<file path="src/rtl/hsdiv_pkg.sv">
package hsdiv_pkg;
   // Low-phase length in input half-cycles, chosen by divisor range.
   function automatic int unsigned low_halves(int unsigned v, int unsigned short_low,
                                              int unsigned long_low, int unsigned long_min);
      int unsigned base;
      base = (v >= long_min) ? long_low : short_low;
      return base + (v % 2);
   endfunction
endpackage

</file>
<file path="src/rtl/hsdiv_cfg.sv">
module hsdiv_cfg #(
   parameter int DIV_W      = 6,
   parameter int RST_CYCLES = 2
) (
   input  logic             clk,
   input  logic             rst_n,
   input  logic             wr_en,
   input  logic [DIV_W-1:0] wr_data,
   output logic [DIV_W-1:0] div_q,
   output logic             uart_rst
);
   localparam int CNT_W = (RST_CYCLES < 2) ? 1 : $clog2(RST_CYCLES + 1);

   always_ff @(posedge clk or negedge rst_n) begin
      if (!rst_n)     div_q <= '0;
      else if (wr_en) div_q <= wr_data;
   end

   generate
      if (RST_CYCLES == 1) begin : g_pulse_flop
         always_ff @(posedge clk or negedge rst_n) begin
            if (!rst_n) uart_rst <= 1'b0;
            else        uart_rst <= wr_en;
         end
      end else begin : g_pulse_cnt
         logic [CNT_W-1:0] cnt_q;
         always_ff @(posedge clk or negedge rst_n) begin
            if (!rst_n)              cnt_q <= '0;
            else if (wr_en)          cnt_q <= CNT_W'(RST_CYCLES);
            else if (cnt_q != '0)    cnt_q <= cnt_q - 1'b1;
         end
         assign uart_rst = (cnt_q != '0);
      end
   endgenerate

   assert_rst_pulse_R8: assert property (@(posedge clk) disable iff (!rst_n)
      wr_en |=> uart_rst);
   assert_rst_source_R8: assert property (@(posedge clk) disable iff (!rst_n)
      $rose(uart_rst) |-> $past(wr_en));
endmodule

</file>
<file path="src/rtl/hsdiv_phase.sv">
module hsdiv_phase
   import hsdiv_pkg::*;
#(
   parameter int DIV_W     = 6,
   parameter int MIN_RUN   = 4,
   parameter int SHORT_LOW = 2,
   parameter int LONG_LOW  = 8,
   parameter int LONG_MIN  = 16
) (
   input  logic             clk,
   input  logic             rst_n,
   input  logic             restart,
   input  logic [DIV_W-1:0] div,
   output logic             run,
   output logic             lvl_now,
   output logic             lvl_next
);
   localparam int IW = DIV_W + 1;

   logic [IW-1:0] h_q, h1, h2, div_w, low_len;

   assign div_w   = IW'(div);
   assign run     = (int'(div) >= MIN_RUN);
   assign low_len = IW'(low_halves(int'(div), SHORT_LOW, LONG_LOW, LONG_MIN));
   assign h1      = (h_q + 1 >= div_w) ? h_q + 1 - div_w : h_q + 1;
   assign h2      = (h_q + 2 >= div_w) ? h_q + 2 - div_w : h_q + 2;

   // Level of the half starting at this rising edge and of the following half.
   assign lvl_now  = run && (h_q >= low_len);
   assign lvl_next = run && (h1  >= low_len);

   always_ff @(posedge clk or negedge rst_n) begin
      if (!rst_n)                h_q <= '0;
      else if (restart || !run)  h_q <= '0;
      else                       h_q <= h2;
   end

   assert_index_range_R1: assert property (@(posedge clk) disable iff (!rst_n)
      run |-> (h_q < div_w));
endmodule

</file>
<file path="src/rtl/hsdiv_edge_out.sv">
module hsdiv_edge_out (
   input  logic clk,
   input  logic rst_n,
   input  logic restart,
   input  logic lvl_now,
   input  logic lvl_next,
   output logic clk_out
);
   logic p_q, n_q, want_n_q;

   // Rising-edge flop drives transitions at rising edges.
   always_ff @(posedge clk or negedge rst_n) begin
      if (!rst_n) begin
         p_q      <= 1'b0;
         want_n_q <= 1'b0;
      end else if (restart) begin
         p_q      <= n_q;
         want_n_q <= 1'b0;
      end else begin
         p_q      <= n_q ^ lvl_now;
         want_n_q <= lvl_next;
      end
   end

   // Falling-edge flop drives transitions at falling edges.
   always_ff @(negedge clk or negedge rst_n) begin
      if (!rst_n) n_q <= 1'b0;
      else        n_q <= p_q ^ want_n_q;
   end

   assign clk_out = p_q ^ n_q;
endmodule

</file>
<file path="src/rtl/halfstep_clk_div.sv">
module halfstep_clk_div #(
   parameter int DIV_W      = 6,
   parameter int RST_CYCLES = 2,
   parameter int MIN_RUN    = 4,
   parameter int SHORT_LOW  = 2,
   parameter int LONG_LOW   = 8,
   parameter int LONG_MIN   = 16
) (
   input  logic       clk,
   input  logic       rst_n,
   input  logic       wr_en,
   input  logic [5:0] wr_data,
   output logic       clk_out,
   output logic       uart_rst
);
   localparam int DIV_MAX = (1 << DIV_W) - 1;

   generate
      if (DIV_W != 6) begin : g_bad_width
         $error("DIV_W must match the 6-bit write port");
      end
      if (RST_CYCLES < 1) begin : g_bad_rst
         $error("RST_CYCLES must be at least 1");
      end
      if (MIN_RUN <= SHORT_LOW + 1) begin : g_bad_min
         $error("MIN_RUN must leave a high phase for the shortest period");
      end
      if (LONG_MIN <= LONG_LOW + 1 || LONG_MIN > DIV_MAX) begin : g_bad_long
         $error("LONG_MIN must exceed the long low phase and fit in DIV_W");
      end
   endgenerate

   logic [DIV_W-1:0] div_q;
   logic             run, lvl_now, lvl_next;

   hsdiv_cfg #(.DIV_W(DIV_W), .RST_CYCLES(RST_CYCLES)) u_cfg (
      .clk(clk), .rst_n(rst_n), .wr_en(wr_en), .wr_data(wr_data),
      .div_q(div_q), .uart_rst(uart_rst)
   );

   hsdiv_phase #(.DIV_W(DIV_W), .MIN_RUN(MIN_RUN), .SHORT_LOW(SHORT_LOW),
                 .LONG_LOW(LONG_LOW), .LONG_MIN(LONG_MIN)) u_phase (
      .clk(clk), .rst_n(rst_n), .restart(wr_en), .div(div_q),
      .run(run), .lvl_now(lvl_now), .lvl_next(lvl_next)
   );

   hsdiv_edge_out u_out (
      .clk(clk), .rst_n(rst_n), .restart(wr_en),
      .lvl_now(lvl_now), .lvl_next(lvl_next), .clk_out(clk_out)
   );

   assert_stop_low_R6: assert property (@(posedge clk) disable iff (!rst_n)
      (int'(div_q) < MIN_RUN) |-> !clk_out);
   assert_restart_low_R7: assert property (@(posedge clk) disable iff (!rst_n)
      wr_en |=> !clk_out);
endmodule

</file>
<file path="config.mk">
export PLATFORM = sky130hd
export DESIGN_NAME = halfstep_clk_div
export DESIGN_NICKNAME = d
export VERILOG_FILES = /design/src/rtl/hsdiv_pkg.sv /design/src/rtl/hsdiv_cfg.sv /design/src/rtl/hsdiv_phase.sv /design/src/rtl/hsdiv_edge_out.sv /design/src/rtl/halfstep_clk_div.sv
export SDC_FILE = /design/constraint.sdc
export NUM_CORES = 1
export LEC_CHECK = 0
export CAP_MARGIN = 20
export CORE_UTILIZATION = 45
export DETAILED_ROUTE_END_ITERATION = 12
export PLACE_DENSITY_LB_ADDON = 0.2
export SYNTH_ARGS = -nofsm -noshare
export SYNTH_HDL_FRONTEND = slang
export SYNTH_SLANG_ARGS = --single-unit
export TNS_END_PERCENT = 50
</file>
<file path="constraint.sdc">
create_clock -name clk -period 3.2 [get_ports clk]
set_input_delay 0.32 -clock clk [delete_from_list [all_inputs] [get_ports clk]]
set_output_delay 0.32 -clock clk [all_outputs]
set_load 0.1 [all_outputs]
</file>
## Yosys cells after proc, flatten, opt, wreduce, memory -nomap -nowiden

Cells that the tools add are included.

| storage, ports and cells | value |
|---|---|
| output and inout bits | 2 |
| register bits | 18 |
| bits of input ports | 9 |
| word-level logic and storage cells | 35 |

| cells by class | value |
|---|---|
| bitwise gates (word level) | 3 |
| add/sub/neg operators | 6 |
| reduce and logical (&&, ||, !) cells | 6 |
| $lt $le $gt $ge | 6 |
| multiplexer cells | 8 |

Operators with widths:

| kind | number |
|---|---|
| 7-bit two-way mux | 3 |
| 8-bit by 6-bit greater-or-equal comparator with 1-bit output | 2 |
| 7-bit greater-or-equal comparator | 2 |
| 7-bit by 6-bit subtractor with 7-bit output | 2 |
| 7-bit by 1-bit adder with 8-bit output, second input constant | 1 |
| 7-bit by 2-bit adder with 8-bit output, second input constant | 1 |
| 7-bit by 1-bit adder with 7-bit output | 1 |
| 6-bit by 3-bit greater-or-equal comparator with 1-bit output, second input constant | 1 |
| 6-bit by 5-bit greater-or-equal comparator with 1-bit output, second input constant | 1 |
| 2-bit two-way mux | 2 |
| 4-bit two-way mux | 1 |
| 2-bit nonzero test | 2 |
| 1-bit bitwise XOR | 3 |
| 1-bit logical AND | 2 |
| 1-bit two-way mux | 2 |
| 2-bit by 1-bit subtractor with 2-bit output, second input constant | 1 |
| 1-bit zero test | 1 |
| 1-bit logical OR | 1 |

## Longest topological paths before layout

Gate-level depths: netlist of the first run.

| logic depth | value |
|---|---|
| depth after elaboration | 7 |
| gate-level depth with buffers | 15 |
| depth with buffers taken out | 15 |

## Modules after synthesis

Synthesis of the first run repeated with hierarchy kept, for this count alone.

| second synthesis, totals | value |
|---|---|
| cells, all modules | 185 |
| area, all modules | 1,774.2 sq um |

Modules (own cells, without submodules):

| module | cells each | area each (sq um) | seq. area each (sq um) | times used |
|---|---|---|---|---|
| hsdiv_phase | 153 | 1,292.5 | 175.2 | 1 |
| hsdiv_cfg | 24 | 357.8 | 200.2 | 1 |
| hsdiv_edge_out | 8 | 123.9 | 75.1 | 1 |

==> results.json, run 1 <==
{
  "finalWeightedCongestion": 0.894,
  "clock_slew_at_reported_path_ffs_ns": 0.12,
  "synth-compound-area-share_pct": 17.2,
  "cts_made_buffers": 3,
  "floorplan.rows": 21,
  "r2r_cells": 16,
  "syn-cell-area_mm2": 0.00162,
  "die_w_um": 62.1,
  "yosys.area_share.simple_pct": 19.5,
  "skew_ns": 0.0146,
  "worst_slew_margin_rel_pct": 71.8,
  "number_of_endpoints_failing_setup_at_the_final_stage": 1,
  "gr-usage-all-layers_pct": 24.4,
  "period_minus_slack_ns": 3.28,
  "clock-root-buffer": "sky130_fd_sc_hd__clkbuf_4",
  "tightestPinTransition_ns": 0.420,
  "fin_util_pct": 62.7,
  "vdd_drop_max_uv": 546,
  "failed_checks": "negative setup slack",
  "synth.ff_latch_count": 18,
  "core-area_mm2": 0.00339,
  "syn_area_per_cell_um2": 8.92,
  "r2r-start": "u_phase.h_q[2]",
  "drt_drc_violations_left": 0,
  "total_power_w": 0.00255,
  "layout-drive-gt1-share_pct": 29.0,
  "synth_area_leader_cell": "sky130_fd_sc_hd__dfrtp_1",
  "period_share_pct": 103,
  "floorplan.die.height_um": 62.1,
  "async_reset_ff_share_pct": 100,
  "synth-main-ff-cell": "sky130_fd_sc_hd__dfrtp_1",
  "crit_path_max_fanout": 4,
  "route.vias.total": 1490,
  "wire_per_inst_um": 16.2,
  "antennaDiodeCount": 0,
  "synth_area_leaders": "sky130_fd_sc_hd__dfrtp_1 26%, sky130_fd_sc_hd__ha_1 15%, sky130_fd_sc_hd__xnor2_1 4.9%",
  "synthAdderAreaFrac_pct": 17.9,
  "worstSetupStartpointType": "flip-flop",
  "cp_data_required_time_ns": 3.40,
  "synth.area.mux_share_pct": 2.62,
  "postLayoutCellArea_mm2": 0.00213,
  "synth.cells.most_frequent": "20 x sky130_fd_sc_hd__ha_1, 18 x sky130_fd_sc_hd__nand2_1, 17 x sky130_fd_sc_hd__dfrtp_1, 16 x sky130_fd_sc_hd__inv_1, 14 x sky130_fd_sc_hd__nor2_1",
  "outcome": "finished with violations",
  "regToRegSetupSlack_ns": -0.08,
  "grt_max_degree": 18,
  "end_kind": "flip-flop",
  "clk-insertion-delay-late_ns": 0.31,
  "ant_nets": 0,
  "stdcell_count": 267,
  "syn-num-nets": 213,
  "hpwlAfterDp_um": 3030,
  "post_cts_hold_buffer_count": 0,
  "rsz0062_at_grt": "yes",
  "r2r-end": "u_out.want_n_q",
  "post-route-worst-setup-slack_ns": -0.0801,
  "critical_path_class": "flip-flop to flip-flop",
  "synthMostInstantiatedCell": "sky130_fd_sc_hd__ha_1",
  "post-synth-top-area-fraction_pct": 26.2,
  "drt_pre_antenna_iters": 4,
  "power_per_cell_area_mw_per_mm2": 1200,
  "fillers": 278,
  "final_hold_slack_ns": 0.372,
  "grt_overflow": 0,
  "total_leakage_power_nw": 1.00,
  "design.die.area_mm2": 0.00385,
  "max-clock-path-buffers": 2,
  "critPathArrivalTime_ns": 3.48,
  "hold_viol_final": 0,
  "number_of_global_route_vias_before_repair": 1469,
  "initial_antenna_violation_count": 0,
  "drv_cap": 0,
  "synthXorXnorAreaFrac_pct": 9.64,
  "portBuffers": 10,
  "post_synth_inst_count": 182,
  "worst_hold_path_type": "input port to async pin",
  "max_freq_mhz": 305,
  "ys.warnings.count": 0,
  "tritoncts_num_sinks": 18,
  "io-pin-count": 11,
  "grt_first_pass_wirelength_um": 6600,
  "detail_route.wirelength_um": 4330,
  "seq_area_frac_synth_pct": 27.8,
  "cell_count_post_placement": 255,
  "synth.lib_cells_used.distinct": 52,
  "postPlaceCellArea_mm2": 0.00194,
  "cts_tree": "done",
  "timing.final.max_slew_violations": 0,
  "synth_top_family_by_area": "simple AND/OR/NAND/NOR gates",
  "start_util_pct": 47.9,
  "routed_via_density": 5.58,
  "post_synth_edffs": 0,
  "layout-area-overhead-vs-synth_pct": 31.0,
  "drt_iter0_drcs": 85,
  "num-nets-final": 253,
  "cts_htree_levels": 1
}
==> critical path: stages (launching register included) <==
cell and delay [ns]:
sky130_fd_sc_hd__dfrtp_1 0.42, sky130_fd_sc_hd__ha_4 0.16, sky130_fd_sc_hd__nand4_1 0.15, sky130_fd_sc_hd__xnor2_2 0.19, sky130_fd_sc_hd__ha_1 0.35, sky130_fd_sc_hd__a21oi_2 0.14
sky130_fd_sc_hd__o21ai_2 0.07, sky130_fd_sc_hd__nor2_2 0.16, sky130_fd_sc_hd__o211ai_1 0.21, sky130_fd_sc_hd__buf_4 0.21, sky130_fd_sc_hd__buf_4 0.13, sky130_fd_sc_hd__nor2_1 0.08
sky130_fd_sc_hd__a21oi_1 0.05, sky130_fd_sc_hd__ha_1 0.27, sky130_fd_sc_hd__a21o_1 0.17, sky130_fd_sc_hd__a221oi_2 0.29, sky130_fd_sc_hd__a31oi_1 0.12
==> cell families after synthesis <==
logic type | after synthesis
multiplexers | 4
AND/OR/NAND/NOR | 60
buffers and inverters | 20
AO/OA/AOI/OAI | 41
flip-flops | 18
XOR/XNOR | 17
adder cells (fa/ha/maj) | 22
==> per-stage QoR <==
stage	setup TNS [ns]	worst slack (ns)
after CTS	0	0.00501
after global routing	-0.249	-0.249
after floorplan	-0.0374	-0.0374
final	-0.0801	-0.0801
after detailed placement	-0.138	-0.138
after global placement	-0.0728	-0.0728
==> flip-flops by register name, summed over array words and instances, names as in the netlist <==
signal and flops:
u_phase.h_q 7, u_cfg.div_q 6, u_cfg.g_pulse_cnt.cnt_q 2, u_out.n_q 1
u_out.p_q 1, u_out.want_n_q 1
==> how the worst max path moves through the flow <==
stage                   start             end  slack (ns)  cells past startpoint
2_1_floorplan  u_phase.h_q[1]  u_out.want_n_q       -0.04                     13
5_1_grt        u_phase.h_q[2]  u_out.want_n_q       -0.25                     15
3_3_place_gp   u_phase.h_q[1]  u_out.want_n_q       -0.07                     12
3_5_place_dp   u_phase.h_q[1]  u_out.want_n_q       -0.14                     13
6_report       u_phase.h_q[2]  u_out.want_n_q       -0.08                     16
4_1_cts        u_phase.h_q[1]  u_out.want_n_q       0.005                     15
==> cells in the final DEF (no fill, tap or decap), types with 2 or more instances in the layout <==
master	Yosys	final
sky130_fd_sc_hd__a211o_1	2	2
sky130_fd_sc_hd__a211oi_1	2	2
sky130_fd_sc_hd__a21o_1	2	2
sky130_fd_sc_hd__a21oi_1	6	4
sky130_fd_sc_hd__a21oi_2	0	2
sky130_fd_sc_hd__a31oi_1	2	2
sky130_fd_sc_hd__and3_1	2	2
sky130_fd_sc_hd__buf_4	1	30
sky130_fd_sc_hd__clkbuf_4	0	3
sky130_fd_sc_hd__clkdlybuf4s50_1	0	8
sky130_fd_sc_hd__dfrtp_1	17	15
sky130_fd_sc_hd__dfrtp_2	0	2
sky130_fd_sc_hd__ha_1	20	17
sky130_fd_sc_hd__ha_4	0	2
sky130_fd_sc_hd__inv_1	16	16
sky130_fd_sc_hd__mux2i_1	2	2
sky130_fd_sc_hd__nand2_1	18	18
sky130_fd_sc_hd__nand2b_1	4	3
sky130_fd_sc_hd__nand3_1	4	4
sky130_fd_sc_hd__nand4_1	3	3
sky130_fd_sc_hd__nand4b_1	2	2
sky130_fd_sc_hd__nor2_1	14	13
sky130_fd_sc_hd__nor2_2	1	2
sky130_fd_sc_hd__nor3_1	2	2
sky130_fd_sc_hd__o211ai_1	2	2
sky130_fd_sc_hd__o21a_1	2	2
sky130_fd_sc_hd__o21ai_0	11	9
sky130_fd_sc_hd__o21ai_2	2	3
sky130_fd_sc_hd__xnor2_1	9	7
sky130_fd_sc_hd__xnor2_2	1	3
sky130_fd_sc_hd__xor2_1	7	5
==> repair_timing <==
item | 4_1_cts | 5_1_grt
gates resized for setup | 4 | 13
endpoints found under the hold margin | 0 | 0
pin swaps | 4 | 10
buffers inserted | 4 | 4
endpoints found under the setup margin | 1 | 1
==> where the power goes <==
part	switching [W]	internal [W]
Sequential	0.0000928	0.000305
Combinational	0.00103	0.000980
Clock	0.0000778	0.0000695
==> cell type report <==
class / count / area (µm²) / share of cell area (%)
timing repair buffer: 39 / 325 / 15.3
inverter: 16 / 60.1 / 2.83
clock buffer: 4 / 36.3 / 1.71
multi-input combinational: 144 / 1190 / 56.2
sequential: 18 / 453 / 21.3
tap: 46 / 57.6 / 2.71
==> routing by layer <==
| layer | wire, µm | track usage, % |
|---|---|---|
| met5 | 0 | 0 |
| met4 | 119 | 11.4 |
| met3 | 213 | 4.55 |
| met2 | 2230 | 42.2 |
| met1 | 1760 | 29.0 |
No activity file was read; power rests on OpenSTA's default activity.
==> inputs of run 2 (changes only) <==
--- a/config.mk
+++ b/config.mk
@@ -6,6 +6,7 @@
 export NUM_CORES = 1
 export LEC_CHECK = 0
 export CAP_MARGIN = 20
+export CORE_ASPECT_RATIO = 1.5
 export CORE_UTILIZATION = 45
 export DETAILED_ROUTE_END_ITERATION = 12
 export PLACE_DENSITY_LB_ADDON = 0.2
==> run 2 against run 1 <==
Effect of this change: clock power rose by 36%; critical endpoint is now clk_out; worst setup slack better by 0.19 ns; hold slack improved by 0.073 ns; global-route usage rose by 0.25 points; final area is 3.6% higher; non-clock buffer count decreased by 1; the flow now finishes without violations; largest power group unchanged; count of clock-buffer cells in the layout unchanged; clock skew increased by 0.0058 ns; sequential cell count unchanged; utilization rose by 1.8 points; cell count fell by 1.9%; die area increased by 0.13%.
==> results.json, run 2 (synthesized netlist as in run 1, its figures left out) <==
{
  "critPathArrivalTime_ns": 2.77,
  "cts_tree": "done",
  "tritoncts_num_sinks": 18,
  "crit_path_max_fanout": 2,
  "io-pin-count": 11,
  "stdcell_count": 262,
  "grt_first_pass_wirelength_um": 6870,
  "postPlaceCellArea_mm2": 0.00192,
  "cp_slowest_cell": "sky130_fd_sc_hd__dfrtn_1",
  "mostFrequentLayoutCells": "28 x sky130_fd_sc_hd__buf_4, 17 x sky130_fd_sc_hd__nand2_1, 16 x sky130_fd_sc_hd__inv_1",
  "max-clock-path-buffers": 2,
  "route.vias.total": 1466,
  "number_of_global_route_vias_before_repair": 1569,
  "largest_reg_flops": 7,
  "die_w_um": 51.0,
  "num-nets-final": 252,
  "worst_slew_margin_rel_pct": 76.5,
  "clock_slew_at_reported_path_ffs_ns": 0.08,
  "number_of_endpoints_failing_setup_at_the_final_stage": 0,
  "total_leakage_power_nw": 1.01,
  "layout-drive-gt1-share_pct": 31.4,
  "antennaDiodeCount": 0,
  "floorplan.rows": 26,
  "tightestPinTransition_ns": 0.351,
  "grt_max_degree": 18,
  "skew_ns": 0.0204,
  "portBuffers": 10,
  "postLayoutCellArea_mm2": 0.00220,
  "fillers": 287,
  "period_share_pct": 96.5,
  "post_cts_hold_buffer_count": 0,
  "rsz0062_at_grt": "yes",
  "finalWeightedCongestion": 0.944,
  "hpwlAfterDp_um": 3050,
  "floorplan.die.height_um": 75.6,
  "timing.final.max_slew_violations": 0,
  "clk-insertion-delay-late_ns": 0.28,
  "total_power_w": 0.00265,
  "cts_made_buffers": 3,
  "cp_data_required_time_ns": 2.88,
  "start_util_pct": 47.5,
  "gr-usage-all-layers_pct": 24.6,
  "end_kind": "primary output",
  "drv_cap": 0,
  "power_per_cell_area_mw_per_mm2": 1200,
  "initial_antenna_violation_count": 0,
  "worstSetupStartpointType": "flip-flop",
  "final_common_cell": "sky130_fd_sc_hd__buf_4",
  "detail_route.wirelength_um": 4240,
  "hold_viol_final": 0,
  "crit_path_cell_trace": "xor2_4, buf_12",
  "cell_count_post_placement": 249,
  "critical_path_class": "flip-flop to primary output",
  "period_minus_slack_ns": 3.09,
  "drt_pre_antenna_iters": 4,
  "largestRegisters": "u_phase.h_q (7), u_cfg.div_q (6), u_cfg.g_pulse_cnt.cnt_q (2)",
  "registers.top_by_ff_count": "u_phase.h_q",
  "ant_nets": 0,
  "design.die.area_mm2": 0.00386,
  "cpLargestDelayFamily": "flip-flops",
  "drt_drc_violations_left": 0,
  "worst_hold_path_type": "input port to async pin",
  "routed_via_density": 5.60,
  "clock-root-buffer": "sky130_fd_sc_hd__clkbuf_8",
  "critPathMaxStageDelay_ns": 0.52,
  "critical_path.n_buffers_inverters": 1,
  "outcome": "complete, no violations",
  "cts_htree_levels": 1,
  "vdd_drop_max_uv": 1130,
  "drt_iter0_drcs": 24,
  "layout-area-overhead-vs-synth_pct": 35.7,
  "grt_overflow": 0,
  "core-area_mm2": 0.00342,
  "wire_per_inst_um": 16.2,
  "max_freq_mhz": 325
}
-- run 2: cell types whose count changed in the layout (fill, tap and decap cells not counted), moves of 2 or more --
cell and change:
sky130_fd_sc_hd__clkbuf_4 -3, sky130_fd_sc_hd__clkbuf_8 +3, sky130_fd_sc_hd__ha_1 -3, sky130_fd_sc_hd__ha_4 +3, sky130_fd_sc_hd__buf_4 -2
-- run 2: path summary, 6_finish.rpt --
check | slack, ns | depth (start not counted) | from | endpoint
setup reg to reg | 0.12 | 15 | u_phase.h_q[1] | u_out.want_n_q
min in group clk | 0.55 | 2 | u_cfg.g_pulse_cnt.cnt_q[1] | u_cfg.g_pulse_cnt.cnt_q[1]
hold / removal | 0.44 | 2 | rst_n | u_out.want_n_q
setup / recovery | 0.11 | 2 | u_out.n_q | clk_out
max in group asynchronous | 1.36 | 1 | rst_n | u_out.n_q
hold reg to reg | 0.55 | 2 | u_cfg.g_pulse_cnt.cnt_q[1] | u_cfg.g_pulse_cnt.cnt_q[1]
-- run 2: power by group --
group          switching (W)  leakage, nW  internal (W)
clock              0.0000901       0.0288      0.000110
sequential          0.000102        0.222      0.000305
combinational        0.00102        0.762       0.00103
-- run 2: area by class of cell --
class	count	area, µm²	area share, %
repair buffers	38	322	14.6
inverters	16	60.1	2.73
well taps	42	52.6	2.39
clock buffers	4	55.1	2.50
flip-flops and latches	18	453	20.6
multi-input cells	144	1260	57.2
-- run 2: metal layers --
| layer | wire length [µm] | global-route usage (%) | vias to the layer above |
|---|---|---|---|
| met2 | 2310 | 45.5 | 34 |
| met1 | 1630 | 24.8 | 706 |
| met4 | 201 | 19.1 | 0 |
| li1 | - | - | 710 |
| met3 | 91 | 2.99 | 16 |
| met5 | 0 | 0 | - |
-- run 2: metrics by stage --
stage                     util (%)  setup TNS (ns)  setup WS [ns]  hold WS [ns]
after floorplan                  -         -0.0374        -0.0374        0.0244
after global routing          64.5         -0.0373        -0.0373         0.475
after global placement        56.3         -0.0837        -0.0837         0.495
after detailed placement      56.3         -0.0680        -0.0680         0.539
final                         64.5               0          0.111         0.445
after CTS                     60.1               0         0.0235         0.460
-- run 2: repair_timing --
item,CTS,global route
buffers inserted,3,6
endpoints found under the setup margin,1,1
resized for setup,7,18
pin swaps,4,12
